--- src/rtl/rc_alu4_pkg.sv ---
package rc_alu4_pkg;

    localparam int OP_BITS = 2;

    typedef enum logic [OP_BITS-1:0] {
        ALU_ADD = 2'b00,
        ALU_SUB = 2'b01,
        ALU_AND = 2'b10,
        ALU_OR  = 2'b11
    } alu_op_e;

    function automatic logic is_arith(input alu_op_e op);
        return (op == ALU_ADD) || (op == ALU_SUB);
    endfunction

endpackage

--- src/rtl/rc_alu4_fa_cell.sv ---
module rc_alu4_fa_cell (
    input  logic bit_a,
    input  logic bit_b,
    input  logic cin,
    output logic sum,
    output logic cout
);
    logic half_x;

    always_comb begin
        half_x = bit_a ^ bit_b;
        sum    = half_x ^ cin;
        cout   = (bit_a & bit_b) | (half_x & cin);
    end
endmodule

--- src/rtl/rc_alu4_chain.sv ---
module rc_alu4_chain #(
    parameter int W = 32
) (
    input  logic [W-1:0] add_a,
    input  logic [W-1:0] add_b,
    input  logic         cin0,
    output logic [W-1:0] sum,
    output logic [W:0]   carry
);
    assign carry[0] = cin0;

    for (genvar i = 0; i < W; i++) begin : g_cell
        rc_alu4_fa_cell u_cell (
            .bit_a (add_a[i]),
            .bit_b (add_b[i]),
            .cin   (carry[i]),
            .sum   (sum[i]),
            .cout  (carry[i+1])
        );
    end

    // ripple sum agrees with behavioural addition including carry-in
    always_comb begin
        p_chain_sum_r1: assert ({carry[W], sum} == ({1'b0, add_a} + {1'b0, add_b} + {{W{1'b0}}, cin0}))
            else $error("chain sum mismatch");
    end
endmodule

--- src/rtl/rc_alu4_flags.sv ---
module rc_alu4_flags #(
    parameter int W = 32
) (
    input  logic [W-1:0] res,
    input  logic         arith,
    input  logic         a_msb,
    input  logic         b_eff_msb,
    input  logic         c_into_msb,
    input  logic         c_out_msb,
    output logic         carry_flag,
    output logic         ovf,
    output logic         zero
);
    always_comb begin
        carry_flag = arith & c_out_msb;
        ovf        = arith & (c_into_msb ^ c_out_msb);
        zero       = ~|res;
    end

    // carry-based overflow matches the sign rule on operands and result
    always_comb begin
        if (arith) begin
            p_ovf_sign_r6: assert (ovf == ((a_msb == b_eff_msb) && (res[W-1] != a_msb)))
                else $error("overflow disagrees with sign rule");
        end
    end

    // logic operations never raise arithmetic flags
    always_comb begin
        if (!arith) begin
            p_logic_flags_r8: assert (!carry_flag && !ovf)
                else $error("flag set on logic operation");
        end
    end
endmodule

--- src/rtl/rc_alu4.sv ---
module rc_alu4
    import rc_alu4_pkg::*;
#(
    parameter int W = 32
) (
    input  logic [W-1:0] opnd_a,
    input  logic [W-1:0] opnd_b,
    input  logic [1:0]   op_sel,
    output logic [W-1:0] result,
    output logic         carry_out,
    output logic         ovf_flag,
    output logic         zero_flag
);
    localparam int MSB = W - 1;

    typedef struct packed {
        logic [W-1:0] res;
        logic         sub;
        logic         arith;
    } alu_sel_t;

    alu_op_e      op;
    alu_sel_t     sel_d;
    logic [W-1:0] b_eff;
    logic [W-1:0] sum;
    logic [W:0]   carry;
    logic         c_flag;
    logic         v_flag;
    logic         z_flag;

    assign op = alu_op_e'(op_sel);

    always_comb begin
        sel_d.sub   = (op == ALU_SUB);
        sel_d.arith = is_arith(op);
        b_eff       = opnd_b ^ {W{sel_d.sub}};
        unique case (op)
            ALU_AND: sel_d.res = opnd_a & opnd_b;
            ALU_OR:  sel_d.res = opnd_a | opnd_b;
            default: sel_d.res = sum;
        endcase
    end

    rc_alu4_chain #(.W(W)) u_chain (
        .add_a (opnd_a),
        .add_b (b_eff),
        .cin0  (sel_d.sub),
        .sum   (sum),
        .carry (carry)
    );

    rc_alu4_flags #(.W(W)) u_flags (
        .res        (sel_d.res),
        .arith      (sel_d.arith),
        .a_msb      (opnd_a[MSB]),
        .b_eff_msb  (b_eff[MSB]),
        .c_into_msb (carry[MSB]),
        .c_out_msb  (carry[W]),
        .carry_flag (c_flag),
        .ovf        (v_flag),
        .zero       (z_flag)
    );

    assign result    = sel_d.res;
    assign carry_out = c_flag;
    assign ovf_flag  = v_flag;
    assign zero_flag = z_flag;

    // subtract result and no-borrow carry
    always_comb begin
        if (op == ALU_SUB) begin
            p_sub_borrow_r5: assert (carry_out == (opnd_a >= opnd_b))
                else $error("subtract carry is not the no-borrow indication");
            p_sub_value_r2: assert (result == W'(opnd_a - opnd_b))
                else $error("subtract result mismatch");
        end
    end
endmodule

--- config.mk ---
export PLATFORM = sky130hd
export DESIGN_NAME = rc_alu4
export DESIGN_NICKNAME = d
export VERILOG_FILES = /design/src/rtl/rc_alu4_pkg.sv /design/src/rtl/rc_alu4_fa_cell.sv /design/src/rtl/rc_alu4_chain.sv /design/src/rtl/rc_alu4_flags.sv /design/src/rtl/rc_alu4.sv
export SDC_FILE = /design/constraint.sdc
export NUM_CORES = 1
export LEC_CHECK = 0
export BUFFER_PORTS_ARGS = -buffer_cell sky130_fd_sc_hd__clkbuf_2
export CAP_MARGIN = 20
export CORE_MARGIN = 8
export CORE_UTILIZATION = 45
export DETAILED_ROUTE_END_ITERATION = 7
export PLACE_DENSITY_LB_ADDON = 0.1
export SYNTH_ARGS = -nofsm -noshare
export SYNTH_HDL_FRONTEND = slang
export SYNTH_SLANG_ARGS = --single-unit
--- constraint.sdc ---
create_clock -name vclk -period 64
set_input_delay 9.6 -clock vclk [all_inputs]
set_output_delay 9.6 -clock vclk [all_outputs]
set_load 0.01 [all_outputs]
==> results of run 1 <==
[path summary, 6_finish.rpt]
| path | slack, ps | end | from |
|---|---|---|---|
| worst max-delay path | 29640 | zero_flag | op_sel[0] |
| worst min-delay path | 19570 | result[26] | opnd_a[26] |
[layout make-up]
cell class | count | area [um^2]
Inverter | 34 | 127.6
Multi-Input combinational cell | 208 | 1720
Tap cell | 52 | 65.06
Timing Repair Buffer | 104 | 528.0
Fill cell | 420 | 1853
[cells in the mapped netlist]
library cell,number
inv_1,34
a21oi_1,1
o21ai_2,3
nor2b_1,28
nor4_1,7
nor2_1,4
o22ai_1,1
o21ai_1,10
buf_8,1
nand2_1,31
buf_4,5
buf_2,8
nand2b_1,2
xor2_1,1
fa_1,31
a31oi_1,31
ha_1,2
clkbuf_4,1
and2b_1,3
xnor2_1,31
o21ai_0,19
nor4_2,1
buf_6,3
nand4_1,2
[logic make-up after synthesis]
logic type / after synthesis
simple gates: 78
compound gates: 65
buf+inv: 52
fa+ha+maj: 33
xor+xnor: 32
[per-layer routing]
layer | vias to the layer above | track usage [%] | routed length (um)
li1 | 1026 | - | -
met1 | 927 | 20.23 | 2364
met2 | 58 | 28.11 | 2650
met3 | 2 | 0.9740 | 312
met4 | 0 | 0.5263 | 17
met5 | - | 0 | 0
[worst max-delay path, delay by kind of cell]
family / cells / cell delay (ps)
fa+ha+maj: 31 / 13090
simple gates: 6 / 1120
buf+inv: 4 / 750
compound gates: 2 / 170
[power by group through the flow]
stage	logic, mW	clock network (mW)	registers [mW]
floorplan	0.0188	0	0
global placement	0.0280	0	0
detailed placement	0.0282	0	0
CTS	0.0285	0	0
global route	0.0320	0	0
finish	0.0278	0	0
[stage by stage]
step	instance area (um^2)	utilization, %
5_1_grt	2441	56.85
3_3_place_gp	2441	56.85
4_1_cts	2441	56.85
2_1_floorplan	1974	-
3_5_place_dp	2441	56.85
6_report	2441	56.85
==> summary.md, run 1 <==
| Metric | Value |
|---|---|
| Share of synthesized area spent on multiplexers | `0%` |
| Sum of negative setup slack | `0 ps` |
| Routed Antenna Nets | `0` |
| Period minus WS final | `roughly 34000 ps` |
| Most repeated library cell on the critical path | `fa_1` |
| Post-CTS setup repair buffer count | `0` |
| Synthesized-area fraction occupied by xor and xnor cells | `14.20%` |
| Core footprint | `4294 um^2` |
| Worst vdd rail ir drop | `0.000005234 V` |
| Number of failing hold endpoints at the final stage | `0` |
| DR vias/cell | `a little over 5` |
| RD Place Congestion | `between 0.8 and 0.9` |
| Final worst hold slack | `19570 ps` |
| Post-cts sizing count | `0` |
| Ant. Diodes | `0` |
| Slew at the pin closest to its max-slew limit | `644.0 ps` |
| Overflow left after global routing | `0` |
| Unrepaired setup endpoints after global routing | `no` |
| Leading cell type in the layout, fill and taps excluded | `clkbuf_2` |
| Commonest non-fill, non-tap cells in the layout | `clkbuf_2 (101), inv_1 (34)` |
| Share of total power in the clock network | `0%` |
| Critical Path End Type | `output port` |
| Type of the setup path with the least slack | `input pin to output port` |
| PnR worst setup slack | `29640 ps` |
| Antenna violations before repair | `0` |
| DR WL/cell | `13.43 um` |
| Crit path DAT | `24760 ps` |
| Arithmetic-cell share of the synthesized area counting full adders, half adders and majority gates | `between 30% and 40%` |
| Vertical die dimension | `82.24 um` |
| Simple-gate share of the synthesized area | `20.79%` |
| Post-synthesis instance area | `slightly below 2000 um^2` |
| Post-synthesis cell count | `260` |
| Vias in the first global route | `2016` |
| Largest net degree at the start of global routing | `68` |
| Fin. max-slew vios | `0` |
| Count of clock-net buffers in the final layout | `0` |
| Sequential area share after synthesis | `0%` |
| Final layout net count | `447` |
| Number of maximum-capacitance constraint violations | `0` |
| All-Layer GR Usage | `roughly 15%` |
| Switching power | `0.01507 mW` |
| Minimum setup slack after placement | `29510 ps` |
| Mean area per synthesized cell | `7.594 um^2` |
| Hold/Removal Path Class | `input pin to output port` |
| Horizontal extent of the die | `82.24 um` |
| Number of sequential cells in the layout | `0` |
| Number of top-level design ports | `101` |
| Iteration-0 DRC count of the detailed router | `104` |
| Die area | `about 6800 um^2` |
| DP Wirelength | `4473 um` |
| Post-synthesis net count | `between 300 and 400` |
| Register Area | `0 um^2` |
| Internal power of the cells | `0.01277 mW` |
| Worst stage delay on the critical path | `between 400 and 500 ps` |
| Leading cell types by total area after synthesis | `fa_1 (31%), xnor2_1 (14%), a31oi_1 (9.8%), nor2b_1 (8.9%), inv_1 (6.5%)` |
| Critical path fanouts, max | `65` |
| Number of cells on the worst hold path | `4` |
| Crit-path slowest cell | `fa_1` |
| Remaining DRCs | `0` |
| Data required time of the critical path | `54400 ps` |
| Wire length of the first global-routing pass | `8749 um` |
| Part of the total power dissipated in combinational logic | `100.0%` |
| Critical Path Start Type | `input pin` |
| Share of post-route cells with drive strength above 1 | `31.50%` |
| Area share of the leading cell type in the synthesized netlist | `31.43%` |
| Num rows | `24` |
| TritonRoute pass-1 iters | `4` |
| Total wirelength of the detailed-routed design | `5345 um` |
| Total power draw | `0.02784 mW` |
| Sequential power share | `0%` |
| Count of vias placed by the detailed router | `2013` |
| Syn. warnings | `0` |
| Final Non-Filler Cells | `between 300 and 400` |
| Number of buffers inserted by hold repair at cts | `0` |
| Cell Count Post-Placement | `398` |
| Run status | `completed` |
| Number of port buffers | `between 100 and 150` |
| Main combinational cell family by area after synthesis | `adder cells` |
| Switching fraction of total power | `a little over half` |
| Maximum frequency from static timing analysis | `around 29 MHz` |
| Area added between synthesis and finish | `23.64%` |
| Lkg Pwr | `1.155 nW` |
| Tcrit/Tclk final | `53.69%` |
| Dominant cell type by area after synthesis | `fa_1` |
| Remaining max-slew budget at the tightest pin | `between 50% and 60%` |
| Distinct cell type count after synthesis | `24` |
| Number of setup violations in the final report | `0` |
| Fraction of the mapped netlist area in compound gates | `19.07%` |
| Initial cell density of the core | `45.98%` |
| Total power divided by cell area | `11.40 nW/um^2` |
Power figures use the tool's default switching activity.
==> run 2, diff against run 1 <==
Settings changed: CORE_UTILIZATION 45 to 44.
Clock period 64 ns to 30 ns, I/O delays scaled along.
==> run 2 against run 1 <==
Combinational power is 120% higher. Cell count unchanged. Critical path depth increased by 1. Via count increased by 1.3%. Power increased by 120%. Hold slack got worse by 10000 ps. Non-clock buffer count stayed put. Sequential share of layout area unchanged. Cell area rose by 0.51%. Routed wire length increased by 4.1%. First-iteration DRC count grew 26%. Global-route usage increased by 0.46 points. Critical path type unchanged. Largest cell class unchanged.
==> summary.md, run 2 (synthesis gave the netlist of run 1 again) <==
| Metric | Value |
|---|---|
| Count of clock-net buffers in the final layout | `0 (unchanged)` |
| Number of failing hold endpoints at the final stage | `0 (unchanged)` |
| Worst vdd rail ir drop | `0.00001210 V (+130%)` |
| Crit-path slowest cell | `fa_1` |
| Number of sequential cells in the layout | `0 (unchanged)` |
| Post-cts sizing count | `0 (unchanged)` |
| Leading cell type in the layout, fill and taps excluded | `clkbuf_2` |
| PnR worst setup slack | `5406 ps (-24240 ps)` |
| Remaining max-slew budget at the tightest pin | `57.55% (+0.49 points)` |
| Sum of negative setup slack | `0 ps (unchanged)` |
| Vertical die dimension | `82.99 um (+0.91%)` |
| Crit path DAT | `20090 ps (-4670 ps)` |
| Final Non-Filler Cells | `398 (unchanged)` |
| Run status | `completed` |
| Total power divided by cell area | `24.71 nW/um^2 (+120%)` |
| Critical Path Start Type | `input pin` |
| Number of buffers inserted by hold repair at cts | `0 (unchanged)` |
| Minimum setup slack after placement | `4869 ps (-24640 ps)` |
| Number of maximum-capacitance constraint violations | `0 (unchanged)` |
| Die area | `6887 um^2 (+1.8%)` |
| Routed Antenna Nets | `0 (unchanged)` |
| Area added between synthesis and finish | `24.27%` |
| Number of setup violations in the final report | `0 (unchanged)` |
| TritonRoute pass-1 iters | `4 (unchanged)` |
| Overflow left after global routing | `0 (unchanged)` |
| Largest delay share family, worst path | `adder cells` |
| Worst stage delay on the critical path | `490 ps (about the same)` |
| Ant. Diodes | `0 (unchanged)` |
| Utilization of the core after routing | `56.35% (-0.50 points)` |
| Hold/Removal Path Class | `input pin to output port` |
| Horizontal extent of the die | `82.99 um (+0.91%)` |
| Final layout net count | `447 (unchanged)` |
| Commonest non-fill, non-tap cells in the layout | `clkbuf_2 (101), inv_1 (34)` |
| Data required time of the critical path | `25500 ps (-28900 ps)` |
| Number of port buffers | `101 (unchanged)` |
| Period minus WS final | `between 20000 and 25000 ps` |
| Unrepaired setup endpoints after global routing | `no` |
| Critical Path End Type | `output port` |
| DR vias/cell | `5.126 (+1.3%)` |
| Cell Count Post-Placement | `397 (-0.25%)` |
| Total power draw | `0.06063 mW (+120%)` |
| Number of top-level design ports | `101 (unchanged)` |
| Share of post-route cells with drive strength above 1 | `31.50% (unchanged)` |
| All-Layer GR Usage | `15.83% (+0.46 points)` |
| Fin. max-slew vios | `0 (unchanged)` |
| Num rows | `24 (unchanged)` |
| Post-CTS setup repair buffer count | `0 (unchanged)` |
| Largest net degree at the start of global routing | `68 (unchanged)` |
| Antenna violations before repair | `0 (unchanged)` |
| Register Area | `0 um^2 (unchanged)` |
| Vias in the first global route | `2199 (+9.1%)` |
| Most repeated library cell on the critical path | `fa_1` |
| Initial cell density of the core | `45.34% (-0.63 points)` |
| Count of filler cells inserted in the layout | `427 (+1.7%)` |
| Critical path fanouts, max | `50 (-23%)` |
| Crit path buf inv count | `5 (+1)` |
| Iteration-0 DRC count of the detailed router | `131 (+26%)` |
| Total wirelength of the detailed-routed design | `5564 um (+4.1%)` |
| DR WL/cell | `13.98 um (+4.1%)` |
| Tcrit/Tclk final | `between 80% and 90%` |
| Count of vias placed by the detailed router | `2040 (+1.3%)` |
| Core footprint | `4354 um^2 (+1.4%)` |
| RD Place Congestion | `0.8019 (-1.5%)` |
| Lkg Pwr | `1.160 nW (+0.40%)` |
| DP Wirelength | `4613 um (+3.1%)` |
| Wire length of the first global-routing pass | `9880 um (+13%)` |
| Remaining DRCs | `0 (unchanged)` |
| Maximum frequency from static timing analysis | `40.66 MHz` |
| Slew at the pin closest to its max-slew limit | `636.7 ps (-7.325 ps)` |
| Type of the setup path with the least slack | `input pin to output port` |
-- run 2: area by class of cell --
type	instances	area, um^2	area share (%)
inverter	34	127.6	5.201
multi-input combinational	208	1720	70.12
tap	52	65.06	2.652
timing repair buffer	104	540.5	22.03
-- run 2: metrics by stage --
stage / cell area [um^2] / hold slack, ps
2_1_floorplan: 1974 / 9163
3_3_place_gp: 2434 / 9363
3_5_place_dp: 2434 / 9364
4_1_cts: 2434 / 9365
5_1_grt: 2454 / 9394
6_report: 2454 / 9366
-- run 2: per-layer routing --
metal / GRT usage, % / vias up / part of all wire [%]
met5: 0 / - / 0
met1: 21.25 / 940 / 45
met2: 26.94 / 75 / 48
met4: 0.3195 / 0 / 0
li1: - / 1025 / -
met3: 2.930 / 0 / 7.2
-- run 2: where the power goes --
part           switching, mW  total (mW)  leakage, nW  internal [mW]
Clock                      0           0            0              0
Sequential                 0           0            0              0
Combinational         0.0329      0.0606         1.16         0.0278
-- run 2: final timing paths --
| check | start | to | slack [ps] | cells past startpoint |
|---|---|---|---|---|
| hold / removal | opnd_a[29] | result[29] | 9370 | 4 |
| setup / recovery | op_sel[0] | zero_flag | 5410 | 44 |
